## config.mk

```make
export PLATFORM = sky130hd
export DESIGN_NAME = dual_result_serializer
export DESIGN_NICKNAME = d
export VERILOG_FILES = /design/src/rtl/drs_pkg.sv /design/src/rtl/drs_pin_events.sv /design/src/rtl/drs_frame_ctrl.sv /design/src/rtl/drs_lane.sv /design/src/rtl/dual_result_serializer.sv
export SDC_FILE = /design/constraint.sdc
export NUM_CORES = 1
export LEC_CHECK = 0
export ABC_AREA = 0
export ABC_CLOCK_PERIOD_IN_PS = 1640
export BUFFER_PORTS_ARGS = -buffer_cell sky130_fd_sc_hd__buf_2
export CAP_MARGIN = 15
export CORE_ASPECT_RATIO = 1.25
export CORE_MARGIN = 1
export CORE_UTILIZATION = 52
export CTS_CLUSTER_DIAMETER = 30
export DETAILED_ROUTE_END_ITERATION = 16
export MAX_ROUTING_LAYER = met4
export PLACE_DENSITY_LB_ADDON = 0.05
export SYNTH_ARGS = -nofsm -noshare
export SYNTH_HDL_FRONTEND = slang
export SYNTH_SLANG_ARGS = --single-unit
```

## constraint.sdc

```tcl
create_clock -name clk -period 1.64 [get_ports clk]
set_clock_uncertainty 0.2 [all_clocks]
set_input_delay 0.164 -clock clk [delete_from_list [all_inputs] [get_ports clk]]
set_output_delay 0.164 -clock clk [all_outputs]
set_load 0.02 [all_outputs]
```

## src/rtl/drs_pkg.sv

```systemverilog
// Shared types for the dual-result serializer.
// Assumes: pin events come from signals sampled on the core clock.
package drs_pkg;

    // Frame progress: idle (lines released), shifting, parked after the full frame.
    typedef enum logic [1:0] {
        FR_IDLE   = 2'd0,
        FR_SHIFT  = 2'd1,
        FR_PARKED = 2'd2
    } frame_state_e;

    // Single-cycle events derived from the host pins.
    typedef struct packed {
        logic cs_fall;
        logic cs_rise;
        logic sck_fall;
        logic sck_rise;
    } pin_events_t;

endpackage

```

## src/rtl/drs_pin_events.sv

```systemverilog
// Turns the sampled chip select and serial clock into one-cycle edge events.
// Assumes: cs_n and sclk are already synchronous to clk; the serial clock idle
// level is given by SCK_IDLE so that no edge is seen out of reset.
module drs_pin_events
    import drs_pkg::*;
#(
    parameter bit SCK_IDLE = 1'b1
) (
    input  logic        clk,
    input  logic        rst_n,
    input  logic        cs_n,
    input  logic        sclk,
    output pin_events_t ev
);

    logic cs_n_q;
    logic sclk_q;

    // Hold the previous pin levels for edge comparison.
    always_ff @(posedge clk) begin
        if (!rst_n) begin
            cs_n_q <= 1'b1;
            sclk_q <= SCK_IDLE;
        end else begin
            cs_n_q <= cs_n;
            sclk_q <= sclk;
        end
    end

    // Compare current and previous levels to form the events.
    always_comb begin
        ev.cs_fall  = cs_n_q & ~cs_n;
        ev.cs_rise  = ~cs_n_q & cs_n;
        ev.sck_fall = sclk_q & ~sclk;
        ev.sck_rise = ~sclk_q & sclk;
    end

endmodule

```

## src/rtl/drs_frame_ctrl.sv

```systemverilog
// Frame sequencer: opens a frame on the chip-select fall, counts rising serial
// clock edges, parks the lines after the full daisy length, and closes on the
// chip-select rise. Also keeps the range level captured at the previous fall.
// Assumes: a chip-select rise always separates two falls.
module drs_frame_ctrl
    import drs_pkg::*;
#(
    parameter int WORD_W = 16
) (
    input  logic        clk,
    input  logic        rst_n,
    input  pin_events_t ev,
    input  logic        range_sel,
    output logic        load,
    output logic        shift,
    output logic        drive,
    output logic        range_tag
);

    localparam int FRAME_RISES = 2 * WORD_W;
    localparam int CNT_W       = $clog2(FRAME_RISES + 1);
    localparam logic [CNT_W-1:0] LAST_RISE = CNT_W'(FRAME_RISES - 1);

    frame_state_e     state;
    logic [CNT_W-1:0] rise_cnt;
    logic             range_q;

    // Advance the frame state and rising-edge count; capture range at the fall.
    always_ff @(posedge clk) begin
        if (!rst_n) begin
            state    <= FR_IDLE;
            rise_cnt <= '0;
            range_q  <= 1'b0;
        end else if (ev.cs_rise) begin
            state    <= FR_IDLE;
            rise_cnt <= '0;
        end else if (ev.cs_fall) begin
            state    <= FR_SHIFT;
            rise_cnt <= '0;
            range_q  <= range_sel;
        end else if (state == FR_SHIFT && ev.sck_rise) begin
            if (rise_cnt == LAST_RISE) begin
                state    <= FR_PARKED;
                rise_cnt <= '0;
            end else begin
                rise_cnt <= rise_cnt + 1'b1;
            end
        end
    end

    // Derive the lane controls from the state and the current events.
    always_comb begin
        load      = ev.cs_fall;
        shift     = (state == FR_SHIFT) & ev.sck_fall & ~ev.cs_rise;
        drive     = (state == FR_SHIFT);
        range_tag = range_q;
    end

endmodule

```

## src/rtl/drs_lane.sv

```systemverilog
// One output lane: loads its own word followed by the peer converter's word
// and shifts the pair out most significant bit first.
// Assumes: load and shift are never high in the same cycle.
module drs_lane #(
    parameter int DATA_W  = 12,
    parameter bit LANE_ID = 1'b0
) (
    input  logic              clk,
    input  logic              rst_n,
    input  logic              load,
    input  logic              shift,
    input  logic              range_tag,
    input  logic              chan_tag,
    input  logic [DATA_W-1:0] own_data,
    input  logic [DATA_W-1:0] peer_data,
    output logic              serial_bit
);

    localparam int WORD_W = DATA_W + 4;
    localparam int PAIR_W = 2 * WORD_W;

    logic [WORD_W-1:0] own_word;
    logic [WORD_W-1:0] peer_word;
    logic [PAIR_W-1:0] pair_q;

    // Assemble both words: zero, range, channel, converter tag, result.
    always_comb begin
        own_word  = {1'b0, range_tag, chan_tag, LANE_ID, own_data};
        peer_word = {1'b0, range_tag, chan_tag, ~LANE_ID, peer_data};
    end

    // Capture the word pair at frame start, then shift left with zero fill.
    always_ff @(posedge clk) begin
        if (!rst_n) begin
            pair_q <= '0;
        end else if (load) begin
            pair_q <= {own_word, peer_word};
        end else if (shift) begin
            pair_q <= {pair_q[PAIR_W-2:0], 1'b0};
        end
    end

    assign serial_bit = pair_q[PAIR_W-1];

endmodule

```

## src/rtl/dual_result_serializer.sv

```systemverilog
// Top of the dual-result serializer: two lanes sharing one frame sequencer.
// Each lane drives its own converter's word first and the other converter's
// word second; enables release on the chip-select rise or after the full
// two-word frame.
// Assumes: host pins are synchronous to clk; enables drive the pad three-state.
module dual_result_serializer
    import drs_pkg::*;
#(
    parameter int DATA_W   = 12,
    parameter bit SCK_IDLE = 1'b1
) (
    input  logic              clk,
    input  logic              rst_n,
    input  logic              cs_n,
    input  logic              sclk,
    input  logic              range_sel,
    input  logic              chan_sel,
    input  logic [DATA_W-1:0] result_a,
    input  logic [DATA_W-1:0] result_b,
    output logic              dout_a,
    output logic              dout_b,
    output logic              oe_a,
    output logic              oe_b
);

    localparam int WORD_W = DATA_W + 4;
    localparam int LANES  = 2;

    pin_events_t       ev;
    logic              load;
    logic              shift;
    logic              drive;
    logic              range_tag;
    logic [DATA_W-1:0] res [LANES];
    logic [LANES-1:0]  lane_bit;

    assign res[0] = result_a;
    assign res[1] = result_b;

    drs_pin_events #(.SCK_IDLE(SCK_IDLE)) u_events (
        .clk   (clk),
        .rst_n (rst_n),
        .cs_n  (cs_n),
        .sclk  (sclk),
        .ev    (ev)
    );

    drs_frame_ctrl #(.WORD_W(WORD_W)) u_ctrl (
        .clk       (clk),
        .rst_n     (rst_n),
        .ev        (ev),
        .range_sel (range_sel),
        .load      (load),
        .shift     (shift),
        .drive     (drive),
        .range_tag (range_tag)
    );

    for (genvar g = 0; g < LANES; g++) begin : g_lane
        drs_lane #(.DATA_W(DATA_W), .LANE_ID(g == 1)) u_lane (
            .clk        (clk),
            .rst_n      (rst_n),
            .load       (load),
            .shift      (shift),
            .range_tag  (range_tag),
            .chan_tag   (chan_sel),
            .own_data   (res[g]),
            .peer_data  (res[LANES-1-g]),
            .serial_bit (lane_bit[g])
        );
    end

    // Gate the line data with the enable so a released line reads 0.
    always_comb begin
        oe_a   = drive;
        oe_b   = drive;
        dout_a = drive & lane_bit[0];
        dout_b = drive & lane_bit[1];
    end

endmodule

```

==> flow_summary.json <==
{
  "route.detailed.drc": 0,
  "synth_common_cells": "o21ai_0, dfxtp_1, nand3_1",
  "multi_input_area_um2": 1568,
  "outcome": "completed",
  "wl_per_cell_um": 15.57,
  "initial_core_util_pct": 54.67,
  "fill_cells": 468,
  "antenna_found_initial": 0,
  "clock_latency_ns": 0.35,
  "path_clk_slew_ns": 0.08,
  "synth-async-reset-ratio_pct": 0,
  "htree_levels": 3,
  "cts.sinks": 75,
  "yosysWarnings": 0,
  "cts_buffer_depth": 2,
  "cp_max_fo": 6,
  "cts_root_buf": "clkbuf_8",
  "grt_first_pass_wirelength_um": 13730,
  "slew_headroom_pct": 70.27,
  "cp.required_ns": 1.28,
  "grt_overflow": 0,
  "wirelength_um": 8111,
  "io_buffers": 33,
  "final_util_pct": 70.43,
  "worst_pin_slew_ns": 0.4459,
  "postRouteAntennaNets": 0,
  "synth_most_common_cell": "o21ai_0",
  "ys_ff_latch": 75,
  "synthDistinctLibCells": 38,
  "gp_routability_congestion": 0.8118,
  "fmax_ghz": 0.6188,
  "p_leak_nw": 1.432,
  "first_global_vias": 3008,
  "coreArea_um2": 5857,
  "num_rows": 31,
  "dpl.hpwl_um": 4782,
  "hold_class": "in2reg",
  "netlist.area_leader.share_pct": 46.89,
  "vdd_drop_max_mv": 0.8184,
  "start_kind": "flip-flop",
  "num_vias": 3151,
  "drv_cap": 0,
  "rsz0062_at_grt": "true",
  "finalHoldViolations": 0,
  "critPathCaptureType": "output port",
  "syn-mean-instance-area_um2": 8.316,
  "hold_depth": 2,
  "firstDrtPassIters": 5,
  "syn_to_final_growth_pct": 28.84,
  "netlist_instances": 385,
  "cts_buffers": 9,
  "synth_seq_area_share_pct": 46.89,
  "die_area_um2": 6477,
  "cts_tree": "built",
  "synth_flop_cell": "dfxtp_1",
  "io_pins": 34,
  "setup_viol_count_final": 0,
  "antenna_cells": 0,
  "power.density_nw_per_um2": 1001,
  "fin_crit_sh_pct": 98.54,
  "drive_above_1_share_pct": 20.27,
  "syn_nets": 416,
  "synth_edf_count": 0,
  "fin_area_um2": 4125,
  "slew_violations": 0,
  "synth_top_cell_by_area": "dfxtp_1",
  "grt_use_total_pct": 27.37,
  "nNetsFinal": 465,
  "grt_max_degree": 40,
  "sequential_cell_area_um2": 1509,
  "drt_iter0_drc": 262,
  "crit_arrival_ns": 1.25,
  "synthTopCellsByArea": "dfxtp_1, o21ai_0, a31oi_1",
  "via_per_inst": 6.048,
  "rr_worst_depth": 5,
  "placed_cell_area_um2": 3478,
  "die_h_um": 89.73,
  "die_width_um": 72.19,
  "synth_area_um2": 3202,
  "timing.final.crit_period_ns": 1.616,
  "crit_type": "reg2out"
}
==> area by class of cell <==
cell class                 instances  share of cell area [%]
timing repair buffer              82                   17.26
sequential                        75                   36.58
clock inverter                     5                   2.062
inverter                           2                  0.1820
tap                               82                   2.487
clock buffer                      11                   3.427
multi-input combinational        264                   38.00
==> worst max-delay path, cell delays in order, from the launching register on <==
cell and delay, ns:
dfxtp_4 0.38, and2b_2 0.25, and2_4 0.16, buf_6 0.12
==> routing by layer <==
| layer | wire [um] | track usage, % | vias to the layer above |
|---|---|---|---|
| li1 | - | - | 1544 |
| met4 | 211 | 13.73 | 0 |
| met2 | 4063 | 43.07 | 85 |
| met5 | 0 | - | - |
| met3 | 287 | 3.700 | 14 |
| met1 | 3549 | 34.02 | 1508 |
==> logic make-up (layout without fill, tap and decap cells) <==
group	Yosys count	count (layout)	share of synthesized area (%)
compound gates	164	164	29.00
fa+ha+maj	1	1	0.3907
buf+inv	46	100	6.213
flops	75	75	46.89
mux	1	1	0.3126
simple gates	98	98	17.19
==> worst paths after layout <==
kind,startpoint,end,slack [ns]
worst max-delay path,u_ctrl.state[0],dout_a,0.02
worst min-delay path,rst_n,u_events.cs_n_q,0.03
worst max register to register,u_ctrl.state[1],g_lane[1].u_lane.pair_q[29],0.05
worst min register to register,g_lane[0].u_lane.pair_q[30],g_lane[0].u_lane.pair_q[31],0.26
==> placed cells by master, fill, tap and decap left out, types with 3 or more instances in the layout <==
cell type      count
buf_4             12
o21ai_0           85
buf_2             29
dfxtp_1           71
dlygate4sd3_1     27
clkbuf_8          10
dfxtp_2            3
nand2_1            9
buf_6              9
nand3_2            3
a21boi_0           3
a31oi_1           54
nand3_1           60
buf_12             4
a21oi_1           11
==> where the power goes <==
group          internal [mW]  switching (mW)  leakage, nW
registers               1.94          0.0661        0.620
clock network          0.907           0.704        0.110
logic                  0.236           0.274        0.701
total                   3.09            1.04         1.43
==> flip-flops by register name, indices dropped and copies added (netlist names) <==
name / count
g_lane.u_lane.pair_q: 64
u_events.cs_n_q: 1
u_ctrl.state: 2
u_ctrl.range_tag: 1
u_ctrl.rise_cnt: 6
u_events.sclk_q: 1
==> what timing repair did <==
item / in CTS / in global routing
cloned: 0 / 1
pin swaps: 0 / 3
buffers inserted: 2 / 1
resized for setup: 4 / 23
hold buffers: 27 / 0
endpoints found under the setup margin: 2 / 66
hold endpoints to repair: 50 / 0
==> metrics by stage <==
stage | TNS, ns | hold slack (ns) | power (mW) | std cells | worst slack [ns]
after floorplan | 0 | 0.06547 | 2.316 | 385 | 0.1198
after global placement | 0 | 0.1954 | 2.461 | 474 | 0.1127
after detailed placement | 0 | 0.2035 | 2.466 | 474 | 0.05623
after CTS | -0.002537 | 0.01595 | 4.106 | 519 | -0.002537
after global routing | -0.04752 | 0.04896 | 4.298 | 521 | -0.01076
final | 0 | 0.02516 | 4.130 | 521 | 0.02392
No activity file was read; power rests on OpenSTA's default activity.
